File: src/rtl/ird_pkg.sv
package ird_pkg;
  localparam int REG_W    = 32;
  localparam int REG_AW   = 3;
  localparam int WORD_B   = 4;
  localparam int WORD_SH  = 2;

  localparam logic [REG_AW-1:0] A_CTRL  = 3'd0;
  localparam logic [REG_AW-1:0] A_ADDR  = 3'd1;
  localparam logic [REG_AW-1:0] A_LEN   = 3'd2;
  localparam logic [REG_AW-1:0] A_WMARK = 3'd3;
  localparam logic [REG_AW-1:0] A_LEVEL = 3'd4;
  localparam logic [REG_AW-1:0] A_STAT  = 3'd5;
  localparam logic [REG_AW-1:0] A_MASK  = 3'd6;
  localparam logic [REG_AW-1:0] A_DATA  = 3'd7;

  localparam int CTL_START  = 0;
  localparam int CTL_CANCEL = 1;
  localparam int CTL_BUSY   = 4;
  localparam int CTL_DONE   = 5;

  localparam int IRQ_N     = 13;
  localparam int IRQ_UNDER = 1;
  localparam int IRQ_CMPL  = 2;
  localparam int IRQ_REJ   = 3;
  localparam int IRQ_WMARK = 6;
  localparam int IRQ_FULL  = 12;
  localparam logic [IRQ_N-1:0] IRQ_IMPL = 13'h104E;

  typedef enum logic [1:0] {ST_IDLE, ST_RUN, ST_DRAIN} seq_state_e;
endpackage

File: src/rtl/ird_fifo.sv
module ird_fifo #(
  parameter int W     = 32,
  parameter int DEPTH = 8,
  parameter int LVL_W = $clog2(DEPTH + 1)
) (
  input  logic             clk_i,
  input  logic             rst_ni,
  input  logic             push_i,
  input  logic [W-1:0]     wdata_i,
  input  logic             pop_i,
  input  logic             flush_i,
  output logic [W-1:0]     rdata_o,
  output logic [LVL_W-1:0] level_o,
  output logic             empty_o,
  output logic             full_o
);
  localparam int PTR_W = (DEPTH > 1) ? $clog2(DEPTH) : 1;

  logic [W-1:0]     mem_q [DEPTH];
  logic [PTR_W-1:0] wr_ptr_q, rd_ptr_q;
  logic [LVL_W-1:0] cnt_q;

  function automatic logic [PTR_W-1:0] ptr_inc(input logic [PTR_W-1:0] p);
    return (p == PTR_W'(DEPTH - 1)) ? '0 : p + 1'b1;
  endfunction

  always_ff @(posedge clk_i) begin
    if (push_i) mem_q[wr_ptr_q] <= wdata_i;
  end

  always_ff @(posedge clk_i or negedge rst_ni) begin
    if (!rst_ni) begin
      wr_ptr_q <= '0;
      rd_ptr_q <= '0;
      cnt_q    <= '0;
    end else if (flush_i) begin
      wr_ptr_q <= '0;
      rd_ptr_q <= '0;
      cnt_q    <= '0;
    end else begin
      if (push_i) wr_ptr_q <= ptr_inc(wr_ptr_q);
      if (pop_i)  rd_ptr_q <= ptr_inc(rd_ptr_q);
      case ({push_i, pop_i})
        2'b10:   cnt_q <= cnt_q + 1'b1;
        2'b01:   cnt_q <= cnt_q - 1'b1;
        default: cnt_q <= cnt_q;
      endcase
    end
  end

  assign rdata_o = mem_q[rd_ptr_q];
  assign level_o = cnt_q;
  assign empty_o = (cnt_q == '0);
  assign full_o  = (cnt_q == LVL_W'(DEPTH));
endmodule

File: src/rtl/ird_seq.sv
module ird_seq
  import ird_pkg::*;
#(
  parameter int ADDR_W = 32,
  parameter int CNT_W  = 16,
  parameter int DEPTH  = 8,
  parameter int LVL_W  = $clog2(DEPTH + 1)
) (
  input  logic              clk_i,
  input  logic              rst_ni,
  input  logic              start_i,
  input  logic              cancel_i,
  input  logic [ADDR_W-1:0] base_addr_i,
  input  logic [CNT_W-1:0]  byte_cnt_i,
  input  logic [LVL_W-1:0]  fifo_level_i,
  input  logic              fifo_empty_i,
  input  logic              req_ready_i,
  input  logic              rsp_valid_i,
  output logic              req_valid_o,
  output logic [ADDR_W-1:0] req_addr_o,
  output logic              push_o,
  output logic              flush_o,
  output logic              busy_o,
  output logic              done_set_o,
  output logic              reject_o
);
  localparam int WC_W = CNT_W + 1;

  seq_state_e        state_q;
  logic [WC_W-1:0]   total_q, issued_q, rcvd_q;
  logic [ADDR_W-1:0] addr_q;
  logic              outst_q;
  logic              run, rsp_take;
  logic [WC_W-1:0]   words;

  assign run      = (state_q == ST_RUN);
  assign rsp_take = rsp_valid_i && outst_q;
  assign words    = (WC_W'(byte_cnt_i) + WC_W'(WORD_B - 1)) >> WORD_SH;

  assign req_valid_o = run && !cancel_i && !outst_q && (issued_q != total_q)
                       && (fifo_level_i < LVL_W'(DEPTH));
  assign req_addr_o  = addr_q;
  assign push_o      = run && rsp_take && !cancel_i;
  assign flush_o     = cancel_i;
  assign busy_o      = (state_q != ST_IDLE);
  assign reject_o    = start_i && busy_o;
  assign done_set_o  = run && !cancel_i && !outst_q && (rcvd_q == total_q) && fifo_empty_i;

  always_ff @(posedge clk_i or negedge rst_ni) begin
    if (!rst_ni) begin
      state_q  <= ST_IDLE;
      total_q  <= '0;
      issued_q <= '0;
      rcvd_q   <= '0;
      addr_q   <= '0;
      outst_q  <= 1'b0;
    end else begin
      if (req_valid_o && req_ready_i) begin
        outst_q  <= 1'b1;
        issued_q <= issued_q + 1'b1;
        addr_q   <= addr_q + ADDR_W'(WORD_B);
      end else if (rsp_take) begin
        outst_q <= 1'b0;
      end
      if (push_o) rcvd_q <= rcvd_q + 1'b1;
      case (state_q)
        ST_IDLE: if (start_i && !cancel_i) begin
          state_q  <= ST_RUN;
          total_q  <= words;
          issued_q <= '0;
          rcvd_q   <= '0;
          addr_q   <= base_addr_i;
        end
        ST_RUN: begin
          if (cancel_i)        state_q <= (outst_q && !rsp_valid_i) ? ST_DRAIN : ST_IDLE;
          else if (done_set_o) state_q <= ST_IDLE;
        end
        ST_DRAIN: if (rsp_valid_i) state_q <= ST_IDLE;
        default: state_q <= ST_IDLE;
      endcase
    end
  end
endmodule

File: src/rtl/ird_irq.sv
module ird_irq #(
  parameter int               N    = 13,
  parameter logic [N-1:0]     IMPL = '1
) (
  input  logic         clk_i,
  input  logic         rst_ni,
  input  logic [N-1:0] set_i,
  input  logic         clr_we_i,
  input  logic         mask_we_i,
  input  logic [N-1:0] wdata_i,
  output logic [N-1:0] stat_o,
  output logic [N-1:0] mask_o,
  output logic         irq_o
);
  for (genvar b = 0; b < N; b++) begin : g_bit
    if (IMPL[b]) begin : g_impl
      logic st_q, mk_q;
      always_ff @(posedge clk_i or negedge rst_ni) begin
        if (!rst_ni) begin
          st_q <= 1'b0;
          mk_q <= 1'b0;
        end else begin
          // set wins over a same-cycle clear
          if (set_i[b])                     st_q <= 1'b1;
          else if (clr_we_i && wdata_i[b])  st_q <= 1'b0;
          if (mask_we_i)                    mk_q <= wdata_i[b];
        end
      end
      assign stat_o[b] = st_q;
      assign mask_o[b] = mk_q;
    end else begin : g_none
      assign stat_o[b] = 1'b0;
      assign mask_o[b] = 1'b0;
    end
  end

  assign irq_o = |(stat_o & mask_o);
endmodule

File: src/rtl/indirect_rd_engine.sv
module indirect_rd_engine
  import ird_pkg::*;
#(
  parameter int ADDR_W     = 32,
  parameter int CNT_W      = 16,
  parameter int FIFO_DEPTH = 8
) (
  input  logic              clk_i,
  input  logic              rst_ni,
  input  logic              reg_we_i,
  input  logic              reg_re_i,
  input  logic [REG_AW-1:0] reg_addr_i,
  input  logic [REG_W-1:0]  reg_wdata_i,
  output logic [REG_W-1:0]  reg_rdata_o,
  output logic              req_valid_o,
  input  logic              req_ready_i,
  output logic [ADDR_W-1:0] req_addr_o,
  input  logic              rsp_valid_i,
  input  logic [REG_W-1:0]  rsp_data_i,
  output logic              irq_o
);
  localparam int LVL_W     = $clog2(FIFO_DEPTH + 1);
  localparam int LB_W      = LVL_W + WORD_SH;
  localparam int WMARK_RST = FIFO_DEPTH * WORD_B / 2;

  logic [ADDR_W-1:0] base_q;
  logic [CNT_W-1:0]  len_q;
  logic [REG_W-1:0]  wmark_q;
  logic              done_q, wm_q, full_q;

  logic wr_ctrl, start, cancel, done_clr, data_rd, pop, underflow;
  logic push, flush, busy, done_set, reject, fifo_empty, fifo_full, wm_hit;
  logic [LVL_W-1:0] fifo_level;
  logic [REG_W-1:0] fifo_rdata;
  logic [LB_W-1:0]  level_bytes;
  logic [IRQ_N-1:0] irq_set, irq_stat, irq_mask;

  assign wr_ctrl   = reg_we_i && (reg_addr_i == A_CTRL);
  assign start     = wr_ctrl && reg_wdata_i[CTL_START];
  assign cancel    = wr_ctrl && reg_wdata_i[CTL_CANCEL];
  assign done_clr  = wr_ctrl && reg_wdata_i[CTL_DONE];
  assign data_rd   = reg_re_i && (reg_addr_i == A_DATA);
  assign pop       = data_rd && !fifo_empty && !flush;
  assign underflow = data_rd && fifo_empty;

  always_ff @(posedge clk_i or negedge rst_ni) begin
    if (!rst_ni) begin
      base_q  <= '0;
      len_q   <= '0;
      wmark_q <= REG_W'(WMARK_RST);
      done_q  <= 1'b0;
      wm_q    <= 1'b0;
      full_q  <= 1'b0;
    end else begin
      if (reg_we_i && reg_addr_i == A_ADDR)  base_q  <= reg_wdata_i[ADDR_W-1:0];
      if (reg_we_i && reg_addr_i == A_LEN)   len_q   <= reg_wdata_i[CNT_W-1:0];
      if (reg_we_i && reg_addr_i == A_WMARK) wmark_q <= reg_wdata_i;
      if (done_set)      done_q <= 1'b1;
      else if (done_clr) done_q <= 1'b0;
      wm_q   <= wm_hit;
      full_q <= fifo_full;
    end
  end

  ird_seq #(
    .ADDR_W(ADDR_W), .CNT_W(CNT_W), .DEPTH(FIFO_DEPTH), .LVL_W(LVL_W)
  ) u_seq (
    .clk_i       (clk_i),
    .rst_ni      (rst_ni),
    .start_i     (start),
    .cancel_i    (cancel),
    .base_addr_i (base_q),
    .byte_cnt_i  (len_q),
    .fifo_level_i(fifo_level),
    .fifo_empty_i(fifo_empty),
    .req_ready_i (req_ready_i),
    .rsp_valid_i (rsp_valid_i),
    .req_valid_o (req_valid_o),
    .req_addr_o  (req_addr_o),
    .push_o      (push),
    .flush_o     (flush),
    .busy_o      (busy),
    .done_set_o  (done_set),
    .reject_o    (reject)
  );

  ird_fifo #(
    .W(REG_W), .DEPTH(FIFO_DEPTH), .LVL_W(LVL_W)
  ) u_fifo (
    .clk_i  (clk_i),
    .rst_ni (rst_ni),
    .push_i (push),
    .wdata_i(rsp_data_i),
    .pop_i  (pop),
    .flush_i(flush),
    .rdata_o(fifo_rdata),
    .level_o(fifo_level),
    .empty_o(fifo_empty),
    .full_o (fifo_full)
  );

  assign level_bytes = {fifo_level, {WORD_SH{1'b0}}};
  assign wm_hit      = (wmark_q != '0) && (REG_W'(level_bytes) >= wmark_q);

  always_comb begin
    irq_set            = '0;
    irq_set[IRQ_UNDER] = underflow;
    irq_set[IRQ_CMPL]  = done_set;
    irq_set[IRQ_REJ]   = reject;
    irq_set[IRQ_WMARK] = wm_hit && !wm_q;
    irq_set[IRQ_FULL]  = fifo_full && !full_q;
  end

  ird_irq #(.N(IRQ_N), .IMPL(IRQ_IMPL)) u_irq (
    .clk_i    (clk_i),
    .rst_ni   (rst_ni),
    .set_i    (irq_set),
    .clr_we_i (reg_we_i && reg_addr_i == A_STAT),
    .mask_we_i(reg_we_i && reg_addr_i == A_MASK),
    .wdata_i  (reg_wdata_i[IRQ_N-1:0]),
    .stat_o   (irq_stat),
    .mask_o   (irq_mask),
    .irq_o    (irq_o)
  );

  always_comb begin
    reg_rdata_o = '0;
    case (reg_addr_i)
      A_CTRL: begin
        reg_rdata_o[CTL_BUSY] = busy;
        reg_rdata_o[CTL_DONE] = done_q;
      end
      A_ADDR:  reg_rdata_o = REG_W'(base_q);
      A_LEN:   reg_rdata_o = REG_W'(len_q);
      A_WMARK: reg_rdata_o = wmark_q;
      A_LEVEL: reg_rdata_o = REG_W'(fifo_level);
      A_STAT:  reg_rdata_o = REG_W'(irq_stat);
      A_MASK:  reg_rdata_o = REG_W'(irq_mask);
      A_DATA:  reg_rdata_o = fifo_empty ? '0 : fifo_rdata;
      default: reg_rdata_o = '0;
    endcase
  end
endmodule

File: config.mk
export PLATFORM = sky130hd
export DESIGN_NAME = indirect_rd_engine
export DESIGN_NICKNAME = d
export VERILOG_FILES = /design/src/rtl/ird_pkg.sv /design/src/rtl/ird_fifo.sv /design/src/rtl/ird_seq.sv /design/src/rtl/ird_irq.sv /design/src/rtl/indirect_rd_engine.sv
export SDC_FILE = /design/constraint.sdc
export NUM_CORES = 1
export LEC_CHECK = 0
export BUFFER_PORTS_ARGS = -buffer_cell sky130_fd_sc_hd__buf_2
export CAP_MARGIN = 10
export CORE_MARGIN = 2
export CORE_UTILIZATION = 40
export DETAILED_ROUTE_END_ITERATION = 8
export HOLD_SLACK_MARGIN = 0.08
export PLACE_DENSITY_LB_ADDON = 0.12
export SLEW_MARGIN = 20
export SYNTH_ARGS = -nofsm -noshare
export SYNTH_HDL_FRONTEND = slang
export SYNTH_SLANG_ARGS = --single-unit
File: constraint.sdc
create_clock -name clk_i -period 6.1 [get_ports clk_i]
set_clock_uncertainty 0.1 [all_clocks]
set_input_delay 0.915 -clock clk_i [delete_from_list [all_inputs] [get_ports clk_i]]
set_output_delay 0.915 -clock clk_i [all_outputs]
set_load 0.02 [all_outputs]
==> results.py <==
metrics = {
    "finish": {
        "utilization": 0.466,
        "fillCellCount": 4357,
        "drive_above_1_share": 0.278,
        "layout_commonest_cell": "edfxtp_1",
        "most-common-layout-cells": "edfxtp_1 (256), dfrtp_1 (183), buf_2 (137), nand2_1 (125), mux2_2 (94)",
        "area_growth_syn_to_layout_pct": 15.7,
        "nets": 1584,
    },
    "logic_synthesis": {
        "synth.yosys.warnings": 0,
        "seq_area_frac_synth": 0.631,
        "avgSynthCellArea_um2": 14.4,
        "syn_area_um2": 19600,
        "synthFlopType": "edfxtp_1",
        "synth-edff-count": 256,
        "postSynth.asyncResetShare": 0.422,
        "syn-num-nets": 1444,
        "synthDistinctLibCells": 64,
        "netlist_instances": 1359,
        "synth_seq_cells": 443,
    },
    "clock_tree": {
        "clk_pin_slew_worst_paths_ps": 60,
        "tritoncts.num_buffers": 50,
        "postCtsSetupBuffers": 0,
        "clk_path_buf_depth": 3,
        "cts_root_buf": "clkbuf_16",
        "htree_levels": 2,
        "post_cts_resized": 0,
        "clock_sinks": 443,
        "cts_tree": "yes",
        "postCtsHoldBufs": 0,
        "clk_latency_ps": 600,
    },
    "sta": {
        "max_freq_ghz": 0.231,
        "final_hold_viol_count": 0,
        "tns_ps": 0,
        "worstMarginPinSlew_ps": 1020,
        "setup_viol": 0,
        "rsz0062_at_grt": "no",
        "max_slew_margin": 0.323,
        "min_period_ps": 4340,
        "slew_viol_final": 0,
        "period_share": 0.711,
    },
    "min_path": {
        "hold_path_class": "input port to asynchronous set/reset pin",
    },
    "detailed_routing": {
        "antenna_left": 0,
        "drt_iter0_drc": 941,
        "vias_per_cell": 5.47,
        "drt-total-wl_um": 50100,
        "wl_per_cell_um": 23.2,
        "drc": 0,
        "first_pass_iters": 5,
        "vias": 11821,
    },
    "place": {
        "dp_hpwl_um": 33100,
        "portBuffers": 138,
        "place_congestion": 0.815,
    },
    "grt": {
        "track_usage": 0.202,
        "antenna_found_initial": 8,
        "grt_remaining_overflow": 0,
        "grt_pass1_wl_um": 76400,
        "grt_pass1_vias": 11980,
        "grt_max_degree": 96,
    },
    "setup_path": {
        "critPathLaunchType": "flip-flop",
        "rr_startpoint": "u_seq.state_q[1]$_DFFE_PN0P_",
        "path_delay_family": "flip-flops",
        "worstPathCellList": "buf_4 > mux4_2 > mux2i_1 > o22ai_1 > buf_2",
        "crit_type": "flip-flop to output pin",
        "cp_slowest_stage_delay_ps": 910,
        "critPathRequiredTime_ps": 5080,
        "slowest_stage": "dfrtp_4",
        "worstRegToRegCells": 5,
        "worstSetupEndpointType": "output pin",
        "worst-path-max-fanout": 36,
        "cp_num_buf_inv": 2,
        "crit_arrival_ps": 3320,
        "rr_endpoint": "u_fifo.mem_q[7][11]$_DFFE_PP_",
        "reg2reg_slack_ps": 2920,
    },
    "floorplan": {
        "die_area_um2": 50800,
        "dieHeight_um": 225,
        "pin_count": 139,
        "start_util": 0.403,
        "core_um2": 48600,
        "row_count": 81,
        "die_w_um": 225,
    },
    "power_and_ir_drop": {
        "p_leak_uw": 0.00848,
        "vdd_drop_max_mv": 0.202,
        "powerDensity_nw_per_um2": 381,
    },
    "outcome": {
        "status": "finished clean",
    },
    "job": {
        "cap_violations": 0,
    },
}
-- synth_stat cells, drive strengths merged (33+ instances only) --
master,instances,area (µm²)
xor2,54,473
dfrtp,186,4650
clkbuf,33,124
nor2,55,206
nand2,128,498
mux2,94,1060
o21ai,81,405
edfxtp,256,7690
mux2i,42,420
mux4,64,1440
buf,41,219
nand4,34,213
xnor2,49,429
-- power breakdown --
| group | leakage, µW | internal, µW | switching, µW |
|---|---|---|---|
| Sequential | 0.00467 | 3460 | 453 |
| Clock | 0.000809 | 1820 | 1230 |
| Combinational | 0.00300 | 816 | 846 |
-- logic make-up (layout without fill, tap and decap cells) --
| kind of cell | count (synthesis) | in the layout | share of synthesized area |
|---|---|---|---|
| AOI/OAI and AO/OA | 155 | 155 | 0.0489 |
| xor gates and xnor gates | 103 | 103 | 0.0460 |
| adders and majority gates | 12 | 12 | 0.00766 |
| buffers and inverters | 97 | 274 | 0.0219 |
| DFF | 443 | 443 | 0.631 |
| muxes | 200 | 200 | 0.149 |
| other | 0 | 4 | 0 |
| and+or+nand+nor | 349 | 349 | 0.0950 |
-- metal layers --
layer | GRT usage | wire length (µm) | vias up
met3 | 0.0342 | 2290 | 81
met4 | 0.0624 | 1220 | 8
met1 | 0.283 | 22800 | 6050
met5 | 0 | 47 | -
li1 | - | - | 5409
met2 | 0.322 | 23700 | 273
-- stage by stage --
stage	power (µW)	hold WS, ps	setup slack [ps]	std cells	area (µm²)
global route	9040	287	1580	2158	22700
detailed placement	5650	325	2120	2069	21000
CTS	8730	260	1700	2158	22700
global placement	5640	319	2190	2069	21000
floorplan	5020	310	553	1359	19600
finish	8630	237	1760	2162	22700
-- final cells by class --
cell class	instances	area [µm²]	share of cell area
Sequential cell	443	12400	0.546
Inverter	23	86.3	0.00381
Multi-Input combinational cell	819	6860	0.303
Timing Repair Buffer	162	892	0.0394
Antenna cell	4	10.0	0.000442
Clock buffer	61	1300	0.0575
Tap cell	622	778	0.0343
Clock inverter	28	357	0.0157
-- worst register-to-register path: stages (launching register included) --
cell and delay, ps:
dfrtp_1 460, nand4b_2 420, a21oi_2 480, nand2_1 280
nor2_4 800, buf_4 340
-- sequential cells by signal, summed over array words and instances, names as in the netlist, 2 cells and up --
name	flops
u_seq.req_addr_o	32
u_seq.rcvd_q	17
u_fifo.rd_ptr_q	3
base_q	32
u_irq.g_bit.g_impl.mk_q	5
u_seq.issued_q	17
len_q	16
wmark_q	32
u_fifo.mem_q	256
u_fifo.wr_ptr_q	3
u_irq.g_bit.g_impl.st_q	5
u_seq.state_q	2
u_seq.total_q	15
u_fifo.level_o	4
-- how the worst max path moves through the flow --
stage | start | to | slack (ps) | cells after the start
3_5_place_dp | reg_addr_i[0] | reg_rdata_o[19] | 2120 | 5
2_1_floorplan | reg_addr_i[2] | u_fifo.mem_q[4][0]$_DFFE_PP_ | 550 | 5
4_1_cts | u_fifo.rd_ptr_q[0]$_DFFE_PN0P_ | reg_rdata_o[11] | 1700 | 5
6_report | u_fifo.rd_ptr_q[0]$_DFFE_PN0P_ | reg_rdata_o[10] | 1760 | 5
5_1_grt | u_fifo.rd_ptr_q[0]$_DFFE_PN0P_ | reg_rdata_o[11] | 1580 | 5
3_3_place_gp | reg_addr_i[0] | reg_rdata_o[20] | 2190 | 5
No activity file was read; power rests on OpenSTA's default activity.
